==> config.mk <==
export PLATFORM = sky130hd
export DESIGN_NAME = adc_sync_seq
export DESIGN_NICKNAME = d
export VERILOG_FILES = /design/src/rtl/adc_seq_pkg.sv /design/src/rtl/adc_sync_chain.sv /design/src/rtl/adc_rise_det.sv /design/src/rtl/adc_start_gate.sv /design/src/rtl/adc_conv_fsm.sv /design/src/rtl/adc_sync_seq.sv
export SDC_FILE = /design/constraint.sdc
export NUM_CORES = 1
export LEC_CHECK = 0
export ABC_AREA = 1
export CORE_MARGIN = 10
export CORE_UTILIZATION = 40
export DETAILED_ROUTE_END_ITERATION = 6
export PLACE_DENSITY = 0.67
export SLEW_MARGIN = 20
export SYNTH_ARGS = -nofsm -noshare
export SYNTH_HDL_FRONTEND = slang
export SYNTH_SLANG_ARGS = --single-unit
==> constraint.sdc <==
create_clock -name clk -period 1.28 [get_ports clk]
set_clock_uncertainty 0.2 [all_clocks]
set_input_delay 0.256 -clock clk [delete_from_list [all_inputs] [get_ports clk]]
set_output_delay 0.256 -clock clk [all_outputs]
set_load 0.05 [all_outputs]
==> src/rtl/adc_seq_pkg.sv <==
package adc_seq_pkg;

    typedef enum logic [2:0] {
        SQ_IDLE,
        SQ_ARMED,
        SQ_WAIT_AMP,
        SQ_SYNC,
        SQ_RUN
    } seq_state_e;

    typedef struct packed {
        logic valid;     // start accepted this cycle
        logic amp;       // request targets the amplified channel
        logic auto_arm;  // wait for trigger and amplifier edge
        logic lvl_high;  // amplifier clock high at request time
    } start_req_t;

    function automatic logic in_sample_window(input int unsigned cnt,
                                              input int unsigned win);
        return cnt < win;
    endfunction

endpackage

==> src/rtl/adc_sync_chain.sv <==
module adc_sync_chain #(
    parameter int W      = 2,
    parameter int STAGES = 2
) (
    input  logic         clk,
    input  logic         rst,
    input  logic [W-1:0] d,
    output logic [W-1:0] q
);
    logic [W-1:0] stg [STAGES];

    generate
        for (genvar s = 0; s < STAGES; s++) begin : g_stage
            if (s == 0) begin : g_first
                always_ff @(posedge clk) begin
                    if (rst) stg[s] <= '0;
                    else     stg[s] <= d;
                end
            end else begin : g_next
                always_ff @(posedge clk) begin
                    if (rst) stg[s] <= '0;
                    else     stg[s] <= stg[s-1];
                end
            end
        end
    endgenerate

    assign q = stg[STAGES-1];
endmodule

==> src/rtl/adc_rise_det.sv <==
module adc_rise_det #(
    parameter int W = 2
) (
    input  logic         clk,
    input  logic         rst,
    input  logic [W-1:0] lvl,
    output logic [W-1:0] rise
);
    logic [W-1:0] prev;

    always_ff @(posedge clk) begin
        if (rst) prev <= '0;
        else     prev <= lvl;
    end

    assign rise = lvl & ~prev;
endmodule

==> src/rtl/adc_start_gate.sv <==
module adc_start_gate
    import adc_seq_pkg::*;
#(
    parameter int CH_W   = 3,
    parameter int AMP_CH = 0
) (
    input  logic            sw_start,
    input  logic            idle,
    input  logic            auto_en,
    input  logic [CH_W-1:0] chan_sel,
    input  logic            amp_lvl,
    output start_req_t      req
);
    localparam logic [CH_W-1:0] AMP_CODE = CH_W'(AMP_CH);

    logic is_amp;

    always_comb begin
        is_amp       = (chan_sel == AMP_CODE);
        req.valid    = sw_start & idle;
        req.amp      = is_amp;
        req.auto_arm = is_amp & auto_en;
        req.lvl_high = amp_lvl;
    end
endmodule

==> src/rtl/adc_conv_fsm.sv <==
module adc_conv_fsm
    import adc_seq_pkg::*;
#(
    parameter int CH_W       = 3,
    parameter int CONV_LEN   = 13,
    parameter int SAMPLE_LEN = 3
) (
    input  logic            clk,
    input  logic            rst,
    input  start_req_t      req,
    input  logic [CH_W-1:0] chan_sel,
    input  logic            trig_rise,
    input  logic            amp_rise,
    input  logic            amp_change,
    output logic            idle,
    output logic            busy,
    output logic            start_bit,
    output logic            done,
    output logic            sample_strb,
    output logic [CH_W-1:0] conv_chan
);
    localparam int CNT_W = (CONV_LEN > 1) ? $clog2(CONV_LEN) : 1;
    localparam logic [CNT_W-1:0] LAST = CNT_W'(CONV_LEN - 1);

    seq_state_e      state;
    logic [CNT_W-1:0] cnt;
    logic            amp_q;
    logic            abort;

    assign abort = (state == SQ_RUN) && amp_q && amp_change &&
                   in_sample_window(int'(cnt), SAMPLE_LEN);

    always_ff @(posedge clk) begin
        if (rst) begin
            state     <= SQ_IDLE;
            cnt       <= '0;
            amp_q     <= 1'b0;
            done      <= 1'b0;
            conv_chan <= '0;
        end else begin
            done <= 1'b0;
            unique case (state)
                SQ_IDLE: begin
                    if (req.valid) begin
                        conv_chan <= chan_sel;
                        amp_q     <= req.amp;
                        cnt       <= '0;
                        if (req.auto_arm)                 state <= SQ_ARMED;
                        else if (req.amp && req.lvl_high) state <= SQ_SYNC;
                        else                              state <= SQ_RUN;
                    end
                end
                SQ_ARMED: begin
                    if (trig_rise) state <= SQ_WAIT_AMP;
                end
                SQ_WAIT_AMP: begin
                    if (amp_rise) begin
                        state <= SQ_RUN;
                        cnt   <= '0;
                    end
                end
                SQ_SYNC: begin
                    state <= SQ_RUN;
                    cnt   <= '0;
                end
                SQ_RUN: begin
                    if (abort) begin
                        cnt <= '0;
                    end else if (cnt == LAST) begin
                        state <= SQ_IDLE;
                        done  <= 1'b1;
                        cnt   <= '0;
                    end else begin
                        cnt <= cnt + 1'b1;
                    end
                end
                default: state <= SQ_IDLE;
            endcase
        end
    end

    assign idle        = (state == SQ_IDLE);
    assign start_bit   = !idle;
    assign busy        = (state == SQ_SYNC) || (state == SQ_RUN);
    assign sample_strb = (state == SQ_RUN) && (cnt == '0);
endmodule

==> src/rtl/adc_sync_seq.sv <==
module adc_sync_seq
    import adc_seq_pkg::*;
#(
    parameter int CH_W        = 3,
    parameter int AMP_CH      = 0,
    parameter int CONV_LEN    = 13,
    parameter int SAMPLE_LEN  = 3,
    parameter int SYNC_STAGES = 2,
    parameter int TRIG_GAP    = 4
) (
    input  logic            clk,
    input  logic            rst,
    input  logic            amp_clk_in,
    input  logic            trig_in,
    input  logic            sw_start,
    input  logic            auto_en,
    input  logic [CH_W-1:0] chan_sel,
    input  logic            amp_change,
    output logic            start_bit,
    output logic            busy,
    output logic            done,
    output logic            sample_strb,
    output logic [CH_W-1:0] conv_chan
);
    localparam int N_ASYNC = 2;  // bit 0: amplifier clock, bit 1: trigger

    logic [N_ASYNC-1:0] async_lvl;
    logic [N_ASYNC-1:0] sync_lvl;
    logic [N_ASYNC-1:0] sync_rise;
    logic               idle;
    start_req_t         req;

    adc_sync_chain #(.W(N_ASYNC), .STAGES(SYNC_STAGES)) u_sync (
        .clk (clk),
        .rst (rst),
        .d   ({trig_in, amp_clk_in}),
        .q   (sync_lvl)
    );

    assign async_lvl = sync_lvl;

    adc_rise_det #(.W(N_ASYNC)) u_rise (
        .clk  (clk),
        .rst  (rst),
        .lvl  (async_lvl),
        .rise (sync_rise)
    );

    adc_start_gate #(.CH_W(CH_W), .AMP_CH(AMP_CH)) u_gate (
        .sw_start (sw_start),
        .idle     (idle),
        .auto_en  (auto_en),
        .chan_sel (chan_sel),
        .amp_lvl  (sync_lvl[0]),
        .req      (req)
    );

    adc_conv_fsm #(
        .CH_W       (CH_W),
        .CONV_LEN   (CONV_LEN),
        .SAMPLE_LEN (SAMPLE_LEN)
    ) u_fsm (
        .clk         (clk),
        .rst         (rst),
        .req         (req),
        .chan_sel    (chan_sel),
        .trig_rise   (sync_rise[1]),
        .amp_rise    (sync_rise[0]),
        .amp_change  (amp_change),
        .idle        (idle),
        .busy        (busy),
        .start_bit   (start_bit),
        .done        (done),
        .sample_strb (sample_strb),
        .conv_chan   (conv_chan)
    );
endmodule

* Yosys cells after proc, flatten, opt, wreduce, memory -nomap -nowiden
Memories as Yosys holds them, arrays and structs flattened. Index checks and enable logic that the tools add are counted.
Word-level totals: register bits after elaboration 14, RAM bits 4, input bits 10, word-level logic and storage cells 60, memories 1
Memory list:
- u_sync.stg | depth 2, bits a word 2, read ports 2, clocked after Yosys merged registers in 0, write ports 2, RTL line adc_sync_chain.sv:10 | logic [W-1:0] stg [STAGES];
Cells by class: add/sub/neg operators 1, order comparisons 1, equal/unequal tests 10, muxes and demuxes 19, bitwise gates (word level) 7, reduce and logical (&&, ||, !) cells 15
Operators with widths (number):
- two-way mux 3 bit | 7
- two-way mux 4 bit | 4
- case mux 4 bit (4 select lines) | 1
- case mux 3 bit (5 select lines) | 1
- inequality test 2 bit (second input constant) | 5
- equality test 3 x 2 -> 1 bit (second input constant) | 2
- logical NOT 3 bit | 2
- logical AND 1 bit | 5
- AND reduction 5 bit | 1
- adder 4 x 1 -> 4 bit (second input constant) | 1
- equality test 4 bit (second input constant) | 1
- logical NOT 4 bit | 1
- < comparator 4 x 2 -> 1 bit (second input constant) | 1
- two-way mux 1 bit | 4
- two-way mux 2 bit | 2
- nonzero test 4 bit | 1
- equality test 3 x 1 -> 1 bit (second input constant) | 1
- equality test 3 bit (second input constant) | 1
- AND reduction 3 bit | 1
- OR reduction 3 bit | 1
- bitwise AND 1 bit | 2
- bitwise AND 2 bit | 1
- NOT 2 bit | 1
- bitwise OR 1 bit | 2
- 4 further kinds | 4

* Longest topological paths before layout
depth after elaboration 6, mapped depth 9

* By module
A second synthesis with hierarchy kept.
Second synthesis, totals: cells, all modules 129, area total of the unflattened synthesis 890.9 µm²
By module, submodules not included:
- adc_conv_fsm | times used 1, cells an instance 99, area an instance 670.6 µm²
- adc_sync_chain | times used 1, cells an instance 12, area an instance 110.1 µm²
- adc_rise_det | times used 1, cells an instance 8, area an instance 62.6 µm²
- adc_start_gate | times used 1, cells an instance 10, area an instance 47.5 µm²

* Least setup slack after synthesis
No wires, ideal clock.
path type register to output, start point register u_fsm.state[1], end point output busy, data arrival time 1.648 ns, required time 0.824 ns, setup slack -0.824 ns, cell stages (with the launch flop) 5, buffers on the path 0, cells stage by stage dfxtp_1 -> inv_1 -> nor2_1 -> inv_1 -> o21ai_0
Between the ends: word-level cells in the longest chain between the ends 2, elaborated cells on any way between the ends 3, those cells by class eq/ne (2); reduce/logical (1)
RTL lines:
- start, declared | RTL line adc_conv_fsm.sv:25 | seq_state_e state;
- start signal, assigned | RTL line adc_conv_fsm.sv:35 | state <= SQ_IDLE;
- start signal, assigned | RTL line adc_conv_fsm.sv:48 | if (req.auto_arm) state <= SQ_ARMED;
- start signal, assigned | RTL line adc_conv_fsm.sv:49 | else if (req.amp && req.lvl_high) state <= SQ_SYNC;
- equality test 3 x 2 -> 1 bit or equality test 3 bit (tied branches) | RTL line adc_conv_fsm.sv:84 | assign busy = (state == SQ_SYNC) || (state == SQ_RUN);
- logical OR 1 bit (*) | RTL line adc_conv_fsm.sv:84
- end, declared | RTL line adc_sync_seq.sv:20 | output logic busy,
Mark *: on every way between the ends. The rest lies on a longest branch, timed or not.

* Worst setup path after layout
start point register u_fsm.state[2], end point output sample_strb
Between the ends: word-level cells in the longest chain between the ends 2
RTL lines:
- equality test 3 bit | RTL line adc_conv_fsm.sv:85 | assign sample_strb = (state == SQ_RUN) && (cnt == '0);
- logical AND 1 bit | RTL line adc_conv_fsm.sv:85
- end, declared | RTL line adc_sync_seq.sv:22 | output logic sample_strb,
Every way passes these cells.

==> reports/results.env <==
STATUS='finished with violations'
FAILED_CHECKS='setup timing'
TIMING.SETUP.TNS_PS=-2643
SYNTH_AREA_SQ_UM=860.8
CTS_TREE='done'
CTS_MAX_PATH_BUFFERS=2
CORE-AREA_SQ_UM=2002
SYN_AREA_PER_CELL_SQ_UM=7.234
IO_PINS=17
MOSTFREQUENTLAYOUTCELL='buf_4'
REMAINING_DRC_ERRORS=0
POST_SYNTH_NUM_CELL_TYPES=22
MIN_PERIOD_OVER_PERIOD=1.306
CRIT_PATH_REQUIRED_TIME_PS=820
DRT_FIRST_PASS_ITERS=4
CRIT-REG2REG-CAPTURE='u_fsm.state[0]'
CTS.CLK_SLEW.WORST_PATHS_PS=110
POWER_FRAC_SEQ=0.261
DESIGN.DIE.AREA_SQ_UM=4408
NUMBER_OF_ANTENNA_VIOLATIONS_AT_THE_FIRST_CHECK_IN_GLOBAL_ROUTING=0
GLOBAL_ROUTE.USAGE.TOTAL=0.1067
DRTANTENNAVIOLNETS=0
TIMING.FINAL.SETUP_VIOLATIONS=15
SLEW_VIOL_FINAL=0
FIRST_ITER_VIOLATIONS=15
HOLD_END='u_sync.stg[1][0]'
CRITICAL_PATH.STARTPOINT='u_fsm.state[2]'
FIRST_PASS_GRT_WIRE_LENGTH_MICRONS=3705
P_INT_mW=1.613
AREA.GROWTH.SYNTH_TO_FINAL_PCT=72.97
N_ANTENNA_CELL=0
LAYOUT_SETUP_WS_PS=-391.8
YOSYSWARNINGCOUNT=0
DP_HPWL_MICRONS=1743
HOLD_PATH.CLASS='flop to flop'
COMBINATIONALPOWERSHARE=0.609
YS_SEQ_AREA_FRAC=0.4186
DIE_WIDTH_MICRONS=66.39
MAXCAPVIOLATIONS=0
REG2REGPATHDEPTH=9
SETUP.WORST_PATH.CLASS='flop to output pin'
LAYOUT.CELLS.MOST_COMMON_LIST='21 x buf_4, 17 x nand2_1, 14 x nor2_1'
CLOCK_TREE.ROOT_CELL='clkbuf_4'
CTS_NUM_SINKS=18
REG2REG_FROM='u_fsm.state[1]'
SYNTHCELLS=119
CP_CELL_SEQUENCE='inv_2 > nor2_4 > inv_4 > nor2_4 > buf_12'
PATH_COMMON_CELL='nor2_4'
PLACE.PORT_BUFFERS=16
SLEW_HEADROOM=0.8642
DIE_HEIGHT_MICRONS=66.39
STD_CELL_ROWS=16
CLOCK_POWER_SHARE=0.129
ROUTE.FINAL.WIRE_LENGTH_MICRONS=2381
MAPPEDNETLISTNETS=131
TIMING.CRITICAL_PATH.SLOWEST_STAGE_CELL='dfxtp_4'
START_KIND='flop'
SETUP.WORST_PATH.END_CLASS='output pin'
TIGHTEST_SLEW_PS=202.1
MAX_FREQ_MHz=598.2
GP_ROUTABILITY_CONGESTION=0.7614
FLOORPLAN.INITIALDENSITY=0.4300
CTS_MAX_LEVEL=1
CLOCK_INSERTION_DELAY_WORST_SKEW_PS=300
P_SW_mW=1.178
WIRELENGTH_PER_CELL_MICRONS=12.73
FIRST_GLOBAL_VIAS=909
LAYOUT_MIN_CYCLE_TIME_PS=1672
REGTOREGSETUPSLACK_PS=-230
YOSYS_REGISTER_BITS=18
WORST-ENDPOINT-ARRIVAL_PS=1220
VIA_COUNT=908
GRT_MAX_DEGREE=11
CPPEAKSTAGEDELAY_PS=400
MIN_DELAY_PATH_DEPTH=2
POST_DRT_VIA_CELL_RATIO=4.856
HOLD_SLACK_PS=211.5
POST_ROUTE_CELLS_DRIVE_ABOVE_1_SHARE=0.5000
REPORT.FINAL.HOLD_VIOL_COUNT=0
LEAKAGEPOWER_nW=0.6342
VDD_IR_DROP_MAX_mV=1.315
CTS_MADE_BUFFERS=3
CP.BUFFERS_INVERTERS=3
GRT_SETUP_UNREPAIRED='true'
CRIT_FAMILY='flip-flops'
POWER.SWITCHING_FRACTION=0.4219
CTS_HOLD_REPAIR.BUFFERS=0
POWERDENSITY_nW_PER_UM2=1874
FIN_NETS=173
CRITICAL_PATH_FANOUTS_MAX=4
HOLD_PATH.STARTPOINT='u_sync.stg[0][0]'
GLOBALROUTE.TOTALOVERFLOW=0
cell usage after synthesis:
cell type,instances,area [sq um]
a21oi_2,1,8.760
nand3b_2,1,11.26
nand2_2,3,18.77
o21ai_1,1,5.000
nor2_1,18,67.56
a21oi_1,9,45.04
nor2_4,2,22.52
nor2_2,1,6.260
ha_1,2,25.02
xnor2_1,1,8.760
nand2_1,20,75.07
xor2_1,1,8.760
nand4_1,2,12.51
o21a_1,1,7.510
inv_2,3,11.26
clkbuf_1,2,7.510
o21ai_0,2,10.01
nor3_1,1,5.000
dfxtp_1,18,360.4
inv_1,17,63.81
nand3_2,3,30.03
nand3_1,10,50.05
power groups by stage:
stage / registers (mW) / clock network, mW / logic, mW
CTS: 0.722 / 0.359 / 1.50
floorplan: 0.785 / 0 / 0.773
detailed placement: 0.728 / 0 / 1.43
finish: 0.729 / 0.361 / 1.70
global route: 0.737 / 0.401 / 1.82
global placement: 0.724 / 0 / 1.40
worst register-to-register path: stages (launching register included):
cell and delay, ps:
dfxtp_2 370, buf_4 120, nor2_1 40, buf_4 140
nand3b_2 130, nand2_2 90, nor2_4 140, nand2_1 70
nand2_1 60, nor2_1 40
kinds of logic after synthesis:
group | after synthesis | share of synthesized area
simple gates | 61 | 0.3474
buf+inv | 22 | 0.09593
fa+ha+maj | 2 | 0.02907
compound gates | 14 | 0.08866
flops | 18 | 0.4186
xor+xnor | 2 | 0.02035
timing repair:
action,CTS,global route
pin swaps,5,3
resized for setup,12,18
endpoints found under the hold margin,0,0
setup buffers,3,2
setup endpoints to repair,14,19
cloned,0,0
metal layers:
metal	vias up	global-route usage	routed length (microns)
li1	454	-	-
met2	23	0.2022	1303
met1	425	0.1004	915
met3	6	0.03559	124
met4	0	0.04712	37
met5	-	0	0
metrics by stage:
stage / setup WS (ps) / instances / total power [mW] / area (sq um) / util
2_1_floorplan: -150.2 / 119 / 1.558 / 927.1 / -
6_report: -391.8 / 187 / 2.791 / 1489 / 0.7438
3_5_place_dp: -339.6 / 178 / 2.160 / 1319 / 0.6588
5_1_grt: -461.7 / 187 / 2.957 / 1489 / 0.7438
4_1_cts: -370.1 / 185 / 2.583 / 1398 / 0.6981
3_3_place_gp: -304.2 / 178 / 2.129 / 1319 / 0.6588
area by class of cell:
cell class,instances,area (sq um)
Timing Repair Buffer,39,410.4
Sequential cell,18,374.1
Fill cell,158,513.0
Multi-Input combinational cell,79,551.8
Clock buffer,4,36.28
Tap cell,27,33.78
Inverter,20,82.58
worst max path at each step:
stage          cells after the start        endpoint  slack (ps)
4_1_cts                            6     sample_strb        -370
6_report                           5     sample_strb        -390
3_3_place_gp                       7  u_fsm.state[0]        -300
5_1_grt                            6     sample_strb        -460
2_1_floorplan                      5     sample_strb        -150
3_5_place_dp                       7  u_fsm.state[0]        -340
state kept, by name (all words and copies together), names as in the netlist:
name	cells
u_fsm.amp_q	1
u_fsm.cnt	4
u_fsm.conv_chan	3
u_fsm.done	1
u_fsm.state	3
u_rise.prev	2
u_sync.stg	4
Power figures use the tool's default switching activity.
